===== config.mk =====
export PLATFORM = sky130hd
export DESIGN_NAME = pt_walk_top
export DESIGN_NICKNAME = d
export VERILOG_FILES = /design/src/rtl/ptw_pkg.sv /design/src/rtl/ptw_addr_gen.sv /design/src/rtl/ptw_entry_dec.sv /design/src/rtl/ptw_ctrl.sv /design/src/rtl/pt_walk_top.sv
export SDC_FILE = /design/constraint.sdc
export NUM_CORES = 1
export LEC_CHECK = 0
export BUFFER_PORTS_ARGS = -buffer_cell sky130_fd_sc_hd__buf_2
export CORE_MARGIN = 5
export CORE_UTILIZATION = 45
export DETAILED_ROUTE_END_ITERATION = 10
export PLACE_DENSITY = 0.7
export SLEW_MARGIN = 20
export SYNTH_ARGS = -nofsm -noshare
export SYNTH_HDL_FRONTEND = slang
export SYNTH_SLANG_ARGS = --single-unit

===== constraint.sdc =====
create_clock -name clk -period 4.7 [get_ports clk]
set_input_delay 0.235 -clock clk [delete_from_list [all_inputs] [get_ports clk]]
set_output_delay 0.235 -clock clk [all_outputs]
set_load 0.01 [all_outputs]

===== src/rtl/ptw_pkg.sv =====
package ptw_pkg;
  typedef enum logic [1:0] {
    ST_IDLE  = 2'd0,
    ST_ISSUE = 2'd1,
    ST_WAIT  = 2'd2
  } ptw_state_t;

  localparam logic [1:0] LVL_TOP  = 2'd1;
  localparam logic [1:0] LVL_LEAF = 2'd3;
endpackage


===== src/rtl/ptw_addr_gen.sv =====
module ptw_addr_gen #(
  parameter int VA_W     = 32,
  parameter int PA_W     = 36,
  parameter int PTE_W    = 32,
  parameter int OFF_BITS = 12,
  parameter int L1_BITS  = 2,
  parameter int L2_BITS  = 9,
  parameter int L3_BITS  = 9
) (
  input  logic [VA_W-1:0] vaddr,
  input  logic [1:0]      level,
  input  logic [PA_W-1:0] base,
  output logic [PA_W-1:0] entry_addr
);
  localparam int ENTRY_SHIFT = $clog2(PTE_W / 8);
  localparam int L3_LSB      = OFF_BITS;
  localparam int L2_LSB      = OFF_BITS + L3_BITS;
  localparam int L1_LSB      = L2_LSB + L2_BITS;

  logic [PA_W-1:0] index;

  always_comb begin
    case (level)
      2'd1:    index = PA_W'(vaddr[L1_LSB +: L1_BITS]);
      2'd2:    index = PA_W'(vaddr[L2_LSB +: L2_BITS]);
      default: index = PA_W'(vaddr[L3_LSB +: L3_BITS]);
    endcase
    entry_addr = base + (index << ENTRY_SHIFT);
  end
endmodule


===== src/rtl/ptw_entry_dec.sv =====
module ptw_entry_dec #(
  parameter int PA_W        = 36,
  parameter int PTE_W       = 32,
  parameter int VALID_BIT   = 31,
  parameter int PTR_W       = 25,
  parameter int CHUNK_SHIFT = 11,
  parameter int PFN_W       = 24,
  parameter int OFF_BITS    = 12
) (
  input  logic [PTE_W-1:0] entry,
  output logic             valid,
  output logic [PA_W-1:0]  table_base,
  output logic [PA_W-1:0]  frame_base
);
  always_comb begin
    valid      = entry[VALID_BIT];
    table_base = PA_W'(entry[PTR_W-1:0]) << CHUNK_SHIFT;
    frame_base = PA_W'(entry[PFN_W-1:0]) << OFF_BITS;
  end
endmodule


===== src/rtl/ptw_ctrl.sv =====
module ptw_ctrl
  import ptw_pkg::*;
#(
  parameter int VA_W       = 32,
  parameter int PA_W       = 36,
  parameter int OFF_BITS   = 12,
  parameter int ROOT_ALIGN = 4
) (
  input  logic            clk,
  input  logic            rst,
  input  logic            req_valid,
  output logic            req_ready,
  input  logic [VA_W-1:0] req_vaddr,
  input  logic [PA_W-1:0] req_root,
  output logic            mem_req_valid,
  input  logic            mem_req_ready,
  output logic [PA_W-1:0] mem_req_addr,
  input  logic            mem_rsp_valid,
  input  logic            ent_valid,
  input  logic [PA_W-1:0] ent_table_base,
  input  logic [PA_W-1:0] ent_frame_base,
  output logic [VA_W-1:0] calc_vaddr,
  output logic [1:0]      calc_level,
  output logic [PA_W-1:0] calc_base,
  input  logic [PA_W-1:0] calc_addr,
  output logic            done,
  output logic            done_fault,
  output logic [1:0]      done_level,
  output logic [PA_W-1:0] done_paddr
);
  ptw_state_t      state_q;
  logic [VA_W-1:0] vaddr_q;
  logic [1:0]      level_q;
  logic            accept;

  assign req_ready = (state_q == ST_IDLE);

  always_comb begin
    accept     = req_ready && req_valid;
    calc_vaddr = accept ? req_vaddr : vaddr_q;
    calc_level = accept ? LVL_TOP : level_q + 2'd1;
    calc_base  = accept ? {req_root[PA_W-1:ROOT_ALIGN], {ROOT_ALIGN{1'b0}}}
                        : ent_table_base;
  end

  always_ff @(posedge clk) begin
    if (rst) begin
      state_q       <= ST_IDLE;
      vaddr_q       <= '0;
      level_q       <= '0;
      mem_req_valid <= 1'b0;
      mem_req_addr  <= '0;
      done          <= 1'b0;
      done_fault    <= 1'b0;
      done_level    <= '0;
      done_paddr    <= '0;
    end else begin
      done <= 1'b0;
      case (state_q)
        ST_IDLE: begin
          if (accept) begin
            vaddr_q       <= req_vaddr;
            level_q       <= LVL_TOP;
            mem_req_valid <= 1'b1;
            mem_req_addr  <= calc_addr;
            state_q       <= ST_ISSUE;
          end
        end
        ST_ISSUE: begin
          if (mem_req_ready) begin
            mem_req_valid <= 1'b0;
            state_q       <= ST_WAIT;
          end
        end
        ST_WAIT: begin
          if (mem_rsp_valid) begin
            if (!ent_valid) begin
              done       <= 1'b1;
              done_fault <= 1'b1;
              done_level <= level_q;
              done_paddr <= '0;
              state_q    <= ST_IDLE;
            end else if (level_q == LVL_LEAF) begin
              done       <= 1'b1;
              done_fault <= 1'b0;
              done_level <= 2'd0;
              done_paddr <= ent_frame_base | PA_W'(vaddr_q[OFF_BITS-1:0]);
              state_q    <= ST_IDLE;
            end else begin
              level_q       <= calc_level;
              mem_req_valid <= 1'b1;
              mem_req_addr  <= calc_addr;
              state_q       <= ST_ISSUE;
            end
          end
        end
        default: state_q <= ST_IDLE;
      endcase
    end
  end
endmodule


===== src/rtl/pt_walk_top.sv =====
module pt_walk_top #(
  parameter int VA_W        = 32,
  parameter int PA_W        = 36,
  parameter int PTE_W       = 32,
  parameter int OFF_BITS    = 12,
  parameter int L1_BITS     = 2,
  parameter int L2_BITS     = 9,
  parameter int L3_BITS     = 9,
  parameter int VALID_BIT   = 31,
  parameter int PTR_W       = 25,
  parameter int CHUNK_SHIFT = 11,
  parameter int PFN_W       = 24,
  parameter int ROOT_ALIGN  = 4
) (
  input  logic             clk,
  input  logic             rst,
  input  logic             req_valid,
  output logic             req_ready,
  input  logic [VA_W-1:0]  req_vaddr,
  input  logic [PA_W-1:0]  req_root,
  output logic             mem_req_valid,
  input  logic             mem_req_ready,
  output logic [PA_W-1:0]  mem_req_addr,
  input  logic             mem_rsp_valid,
  input  logic [PTE_W-1:0] mem_rsp_data,
  output logic             done,
  output logic             done_fault,
  output logic [1:0]       done_level,
  output logic [PA_W-1:0]  done_paddr
);
  logic            ent_valid;
  logic [PA_W-1:0] ent_table_base;
  logic [PA_W-1:0] ent_frame_base;
  logic [VA_W-1:0] calc_vaddr;
  logic [1:0]      calc_level;
  logic [PA_W-1:0] calc_base;
  logic [PA_W-1:0] calc_addr;

  ptw_entry_dec #(
    .PA_W(PA_W), .PTE_W(PTE_W), .VALID_BIT(VALID_BIT), .PTR_W(PTR_W),
    .CHUNK_SHIFT(CHUNK_SHIFT), .PFN_W(PFN_W), .OFF_BITS(OFF_BITS)
  ) u_dec (
    .entry(mem_rsp_data), .valid(ent_valid),
    .table_base(ent_table_base), .frame_base(ent_frame_base)
  );

  ptw_addr_gen #(
    .VA_W(VA_W), .PA_W(PA_W), .PTE_W(PTE_W), .OFF_BITS(OFF_BITS),
    .L1_BITS(L1_BITS), .L2_BITS(L2_BITS), .L3_BITS(L3_BITS)
  ) u_agen (
    .vaddr(calc_vaddr), .level(calc_level), .base(calc_base),
    .entry_addr(calc_addr)
  );

  ptw_ctrl #(
    .VA_W(VA_W), .PA_W(PA_W), .OFF_BITS(OFF_BITS), .ROOT_ALIGN(ROOT_ALIGN)
  ) u_ctrl (
    .clk(clk), .rst(rst),
    .req_valid(req_valid), .req_ready(req_ready),
    .req_vaddr(req_vaddr), .req_root(req_root),
    .mem_req_valid(mem_req_valid), .mem_req_ready(mem_req_ready),
    .mem_req_addr(mem_req_addr), .mem_rsp_valid(mem_rsp_valid),
    .ent_valid(ent_valid), .ent_table_base(ent_table_base),
    .ent_frame_base(ent_frame_base),
    .calc_vaddr(calc_vaddr), .calc_level(calc_level),
    .calc_base(calc_base), .calc_addr(calc_addr),
    .done(done), .done_fault(done_fault),
    .done_level(done_level), .done_paddr(done_paddr)
  );
endmodule


==> qor.csv, run 1 <==
metric,value,unit
dpl cells,903,
cell internal pwr,1.63,mW
PD cells,335,nW/um^2
combinational fraction of design power,17.1,%
Fmax achieved,236,MHz
y dimension of the die,120,microns
power dissipated by switching net loads,595,uW
setup TNS,0,ps
antenna fix cells,0,
footprint of the multi-input gates,2950,sq um
Via-to-Cell Ratio,5.72,
average cell area after synthesis,8.80,sq um
sequential cell area,2220,sq um
Std-Cell Rows,40,
Core Footprint,11900,sq um
tightest slew margin relative to the limit,52.5,%
sequential cell area fraction in the yosys report,41.0,%
vias in the first global route,5215,
data required time at the worst endpoint,4920,ps
part of the total power dissipated in the clock network,37.4,%
number of buffer cells added on primary ports,170,
FILL cells,1134,
number of standard cells after synthesis,616,
post-synthesis instance area,5420,sq um
largest net degree at the start of global routing,41,
count of yosys warnings during synthesis,0,
remaining routing DRC violations,0,
nets@finish,883,
buffer depth of the longest clock path,2,
CTS resizes,0,
total vias in the final route,5253,
initial antenna violation count,0,
final standard cell count with taps included and fillers excluded,918,
top-level port count,183,
switching power share of the total,26.7,%
Unique masters post-synth,62,
final slew viol count,0,
most common library cell in the layout ignoring fill and taps,sky130_fd_sc_hd__buf_2,
status,completed,
TritonCTS buffer count,9,
Post-DP HPWL,12.0,mm
H-tree levels,3,
share of layout cells above drive strength 1,27.9,%
#FFs+latches synth,111,
Post-CTS Hold Fix Bufs,0,
Slew @ Worst Pin,712,ps
WP data arrival,4460,ps
clock input transition at the sequential cells of the worst setup and hold paths,70,ps
final-report setup violation count,0,
placed standard-cell area,6320,sq um
die area,14300,sq um
clock tree sinks,111,
horizontal die dimension,120,microns
highest-count cells in the layout ignoring fill and taps,"170 x sky130_fd_sc_hd__buf_2, 111 x sky130_fd_sc_hd__dfxtp_1, 75 x sky130_fd_sc_hd__nand2_1, 45 x sky130_fd_sc_hd__nor2_1, 45 x sky130_fd_sc_hd__a21oi_1",
Worst Skew,7.47,ps
launching element type of the critical path,flop,
"Hold Violations, Final",0,
max-cap violations,0,
Setup CP Type,flop to flop,
length of the first detailed-routing pass in iterations,5,
grt total ovfl,0,
root buffer cell,sky130_fd_sc_hd__clkbuf_16,
sequential group share of total power,45.5,%
effective utilization at floorplan,45.5,%
shortest clock period the worst path allows after layout,4240,ps
Routed WL,15.9,mm
"IR drop worst, VDD",0.176,mV
Final period util,90.2,%
Layout Area Growth over Synthesis,22.6,%
number of synthesized flops with an enable pin,0,
RSZ-0062 raised after global routing,no,
worst skew pair latency,350,ps
path class of the lowest-slack min-delay path,input port to flop,
violation count after the first detailed-routing iteration,395,
async set-or-reset flop fraction in the synthesized netlist,0,%
worst-path maximum fanout,10,
remaining antenna violation count after routing,0,
CTS tree,built,
Worst setup EP type,flop,
Total Routing Usage GR,21.9,%
average detailed-routed wire length per instance,17.3,microns
count of buffers added by post-CTS timing repair for setup,0,
design area,6650,sq um
dominant synthesized flop cell,sky130_fd_sc_hd__dfxtp_1,
first-pass GRT wire length,25.7,mm
total leakage power,2.92,nW
final weighted congestion in routability-driven placement,0.890,
==> synth_stat cells, types with 11 or more instances <==
master / instances / area share (%)
sky130_fd_sc_hd__nand3_1: 27 / 2.5
sky130_fd_sc_hd__dfxtp_1: 111 / 41
sky130_fd_sc_hd__or4_1: 11 / 1.5
sky130_fd_sc_hd__clkbuf_1: 22 / 1.5
sky130_fd_sc_hd__nor3_1: 12 / 1.1
sky130_fd_sc_hd__nand2_1: 75 / 5.2
sky130_fd_sc_hd__nor2_1: 45 / 3.1
sky130_fd_sc_hd__mux2i_1: 36 / 6.6
sky130_fd_sc_hd__o21ai_0: 15 / 1.4
sky130_fd_sc_hd__and2_1: 15 / 1.7
sky130_fd_sc_hd__a22o_1: 36 / 5.8
sky130_fd_sc_hd__nand4_1: 11 / 1.3
sky130_fd_sc_hd__a21oi_1: 46 / 4.2
==> worst max-delay path, stage by stage (launching register included) <==
cell and delay [ps]:
sky130_fd_sc_hd__dfxtp_1 380, sky130_fd_sc_hd__or3b_2 510, sky130_fd_sc_hd__and2_1 190, sky130_fd_sc_hd__ha_1 350
sky130_fd_sc_hd__inv_1 230, sky130_fd_sc_hd__nand2_1 200, sky130_fd_sc_hd__o22ai_1 300, sky130_fd_sc_hd__ha_1 210
sky130_fd_sc_hd__a21oi_1 80, sky130_fd_sc_hd__a211oi_1 560, sky130_fd_sc_hd__o221ai_2 320, sky130_fd_sc_hd__or4_1 580
sky130_fd_sc_hd__nand3_1 120, sky130_fd_sc_hd__a21oi_1 70
==> final cells by class <==
| class | instances | share of cell area [%] |
|---|---|---|
| Multi-Input combinational cell | 455 | 44.4 |
| Sequential cell | 111 | 33.4 |
| Timing Repair Buffer | 179 | 13.8 |
| Clock buffer | 11 | 3.80 |
| Tap cell | 147 | 2.77 |
| Clock inverter | 4 | 1.15 |
| Inverter | 11 | 0.621 |
==> sequential cells by signal (all words and copies together), names as in the netlist <==
register / cells
u_ctrl.done_paddr: 36
u_ctrl.mem_req_addr: 34
u_ctrl.vaddr_q: 32
u_ctrl.done_level: 2
u_ctrl.level_q: 2
u_ctrl.state_q: 2
u_ctrl.done: 1
u_ctrl.done_fault: 1
u_ctrl.mem_req_valid: 1
==> power by group through the flow <==
stage	registers [mW]	logic, mW	clock network, mW
after global placement	1.03	0.372	0
final	1.01	0.381	0.834
after floorplan	1.04	0.232	0
after detailed placement	1.03	0.380	0
after global routing	1.02	0.420	0.898
after CTS	1.01	0.382	0.859
==> per-stage QoR <==
stage | worst slack, ps | utilization [%] | hold slack [ps] | power [mW]
after global placement | 608 | 53.1 | 436 | 1.40
after CTS | 478 | 55.8 | 108 | 2.25
after floorplan | 473 | - | 315 | 1.27
final | 461 | 55.8 | 120 | 2.23
after global routing | 166 | 55.8 | 125 | 2.34
after detailed placement | 508 | 53.1 | 442 | 1.41
==> routing by layer <==
| metal | GRT usage, % | vias to the layer above | share of wire [%] |
|---|---|---|---|
| met3 | 5.51 | 30 | 7.3 |
| met2 | 37.3 | 205 | 48 |
| met4 | 8.16 | 0 | 2.5 |
| met5 | 0 | - | 0 |
| met1 | 26.9 | 2459 | 42 |
| li1 | - | 2559 | - |
==> path summary, 6_finish.rpt <==
path | start | end | slack, ps | cells past startpoint
worst min-delay path | req_vaddr[6] | u_ctrl.vaddr_q[6] | 120 | 3
worst max register to register | u_ctrl.state_q[1] | u_ctrl.mem_req_addr[29] | 460 | 13
worst min register to register | u_ctrl.mem_req_addr[21] | u_ctrl.mem_req_addr[21] | 450 | 2
worst max-delay path | u_ctrl.state_q[1] | u_ctrl.mem_req_addr[29] | 460 | 13
==> kinds of logic (layout without fill, tap and decap cells) <==
kind of cell / count (synthesis) / after routing / share of synthesized area (%)
compound gates: 153 / 153 / 19.7
xor+xnor: 11 / 11 / 1.78
fa+ha+maj: 11 / 11 / 2.68
buf+inv: 51 / 205 / 4.78
flops: 111 / 111 / 41.0
mux: 42 / 42 / 7.96
other cells: 1 / 2 / 0.0692
simple gates: 236 / 236 / 22.1
Note: power is estimated with default switching activity, not from simulation.
==> inputs of run 2 (changes only) <==
CORE_MARGIN = 2   (was 5)
==> qor.csv, run 2 (synthesis results as in run 1) <==
metric,value,unit,change
status,completed,,
most common library cell in the layout ignoring fill and taps,sky130_fd_sc_hd__buf_2,,
total vias in the final route,5222,,-0.59%
buffers and inverters on the worst path,1,,unchanged
Post-CTS Hold Fix Bufs,0,,unchanged
CP Cell Sequence,or3b_2 -> and2_1 -> ha_1 -> inv_1 -> nand2_1 -> o22ai_1 -> ha_1 -> a21oi_1 -> a211oi_1 -> o221ai_2 -> or4_1 -> nand3_1 -> a21oi_1,,
origin of the worst min-delay path,mem_rsp_data[0],,
remaining routing DRC violations,0,,unchanged
Register-to-Register Setup Slack,430,ps,-30 ps
endpoint with the worst hold slack,u_ctrl.done_paddr[12],,
clock input transition at the sequential cells of the worst setup and hold paths,80,ps,about the same
total power draw,2.21,mW,-0.88%
Post-DP HPWL,11.5,mm,-3.6%
effective utilization at floorplan,45.7,%,+0.19 points
max reg flops,36,,unchanged
grt total ovfl,0,,unchanged
clock tree sinks,111,,unchanged
buffer depth of the longest clock path,2,,unchanged
setup TNS,0,ps,unchanged
first-pass GRT wire length,24.7,mm,-4.1%
root buffer cell,sky130_fd_sc_hd__clkbuf_16,,
Worst setup EP type,flop,,
average detailed-routed wire length per instance,16.9,microns,-2.4%
Core Footprint,11900,sq um,-0.42%
"Hold Violations, Final",0,,unchanged
y dimension of the die,114,microns,-5.0%
Std-Cell Rows,40,,unchanged
Slew @ Worst Pin,632,ps,-80.1 ps
Layout Area Growth over Synthesis,22.4,%,
antenna fix cells,0,,unchanged
PD cells,333,nW/um^2,-0.71%
RSZ-0062 raised after global routing,no,,
length of the first detailed-routing pass in iterations,5,,unchanged
number of buffer cells added on primary ports,170,,unchanged
footprint of the multi-input gates,2950,sq um,unchanged
CTS tree,built,,
initial antenna violation count,0,,unchanged
"IR drop worst, VDD",0.168,mV,-4.6%
die area,12900,sq um,-9.8%
top-level port count,183,,unchanged
Routed WL,15.5,mm,-2.3%
largest net degree at the start of global routing,41,,unchanged
Total Routing Usage GR,24.0,%,+2.0 points
launching element type of the critical path,flop,,
shortest clock period the worst path allows after layout,4270,ps,+33.8 ps
final standard cell count with taps included and fillers excluded,919,,+0.11%
CTS resizes,0,,unchanged
data required time at the worst endpoint,4940,ps,+20 ps
placed standard-cell area,6320,sq um,unchanged
share of layout cells above drive strength 1,28.0,%,+0.093 points
remaining antenna violation count after routing,0,,unchanged
tightest slew margin relative to the limit,57.9,%,+5.3 points
Top reg by flops,u_ctrl.done_paddr,,
WP data arrival,4510,ps,+50 ps
Setup CP Type,flop to flop,,
H-tree levels,3,,unchanged
dpl cells,903,,unchanged
sequential cell area,2220,sq um,unchanged
worst reg2reg path endpoint,u_ctrl.mem_req_addr[29],,
final core utilization,56.0,%,+0.14 points
Final period util,90.9,%,+0.72 points
highest-count cells in the layout ignoring fill and taps,"170 x sky130_fd_sc_hd__buf_2, 111 x sky130_fd_sc_hd__dfxtp_1, 75 x sky130_fd_sc_hd__nand2_1, 45 x sky130_fd_sc_hd__nor2_1, 45 x sky130_fd_sc_hd__a21oi_1",,
final-report setup violation count,0,,unchanged
Critical-path top delay cell,sky130_fd_sc_hd__or4_1,,
largest registers ranked by flip-flop count,"u_ctrl.done_paddr x36, u_ctrl.mem_req_addr x34, u_ctrl.vaddr_q x32",,
path class of the lowest-slack min-delay path,input port to flop,,
source of the worst register-to-register timing path,u_ctrl.state_q[1],,
count of buffers added by post-CTS timing repair for setup,0,,unchanged
total leakage power,2.92,nW,-0.15%
Worst Skew,6.67,ps,-0.804 ps
worst skew pair latency,360,ps,about the same
worst-path maximum fanout,10,,unchanged
Fmax achieved,234,MHz,-0.79%
Register-to-Register Path Depth,13,,unchanged
number of cells on the worst hold path,2,,-1
final slew viol count,0,,unchanged
max-cap violations,0,,unchanged
nets@finish,883,,unchanged
delay of the slowest cell on the worst path,570,ps,about the same
violation count after the first detailed-routing iteration,323,,-18%
horizontal die dimension,114,microns,-5.0%
design area,6640,sq um,-0.17%
FILL cells,1093,,-3.6%
vias in the first global route,5010,,-3.9%
TritonCTS buffer count,9,,unchanged
cell class contributing the biggest share of worst-path delay,simple AND/OR/NAND/NOR gates,,
Via-to-Cell Ratio,5.68,,-0.70%
final weighted congestion in routability-driven placement,0.896,,+0.69%
run 2: per-stage QoR:
stage,hold WS [ps],setup WS [ps]
finish,105,427
CTS,95.3,417
detailed placement,443,453
global route,113,116
global placement,434,576
floorplan,315,473
run 2: how the worst max path moves through the flow:
stage / startpoint / endpoint / slack (ps) / cells past startpoint
6_report: u_ctrl.state_q[1] / u_ctrl.mem_req_addr[29] / 430 / 13
3_3_place_gp: u_ctrl.state_q[1] / u_ctrl.mem_req_addr[29] / 580 / 13
2_1_floorplan: u_ctrl.state_q[0] / u_ctrl.mem_req_addr[35] / 470 / 19
4_1_cts: u_ctrl.state_q[1] / u_ctrl.mem_req_addr[29] / 420 / 13
5_1_grt: u_ctrl.state_q[1] / u_ctrl.mem_req_addr[30] / 120 / 14
3_5_place_dp: u_ctrl.state_q[1] / u_ctrl.mem_req_addr[29] / 450 / 13
run 2: area by class of cell:
cell class / count / share of cell area [%]
multi-input cells: 455 / 44.5
repair buffers: 179 / 13.8
clock inverters: 6 / 1.19
inverters: 11 / 0.622
flip-flops and latches: 111 / 33.5
clock buffers: 10 / 3.60
well taps: 147 / 2.77
run 2: routing by layer:
layer	GRT usage [%]	part of all wire (%)	wire, microns
met5	0	0	0
met4	8.86	1.8	282
met3	4.30	6.3	979
met2	41.4	49	7600
met1	30.0	43	6670
run 2: power breakdown:
part / switching, mW / internal (mW)
combinational: 0.232 / 0.149
clock: 0.376 / 0.438
sequential: 0.0250 / 0.988
total: 0.634 / 1.57
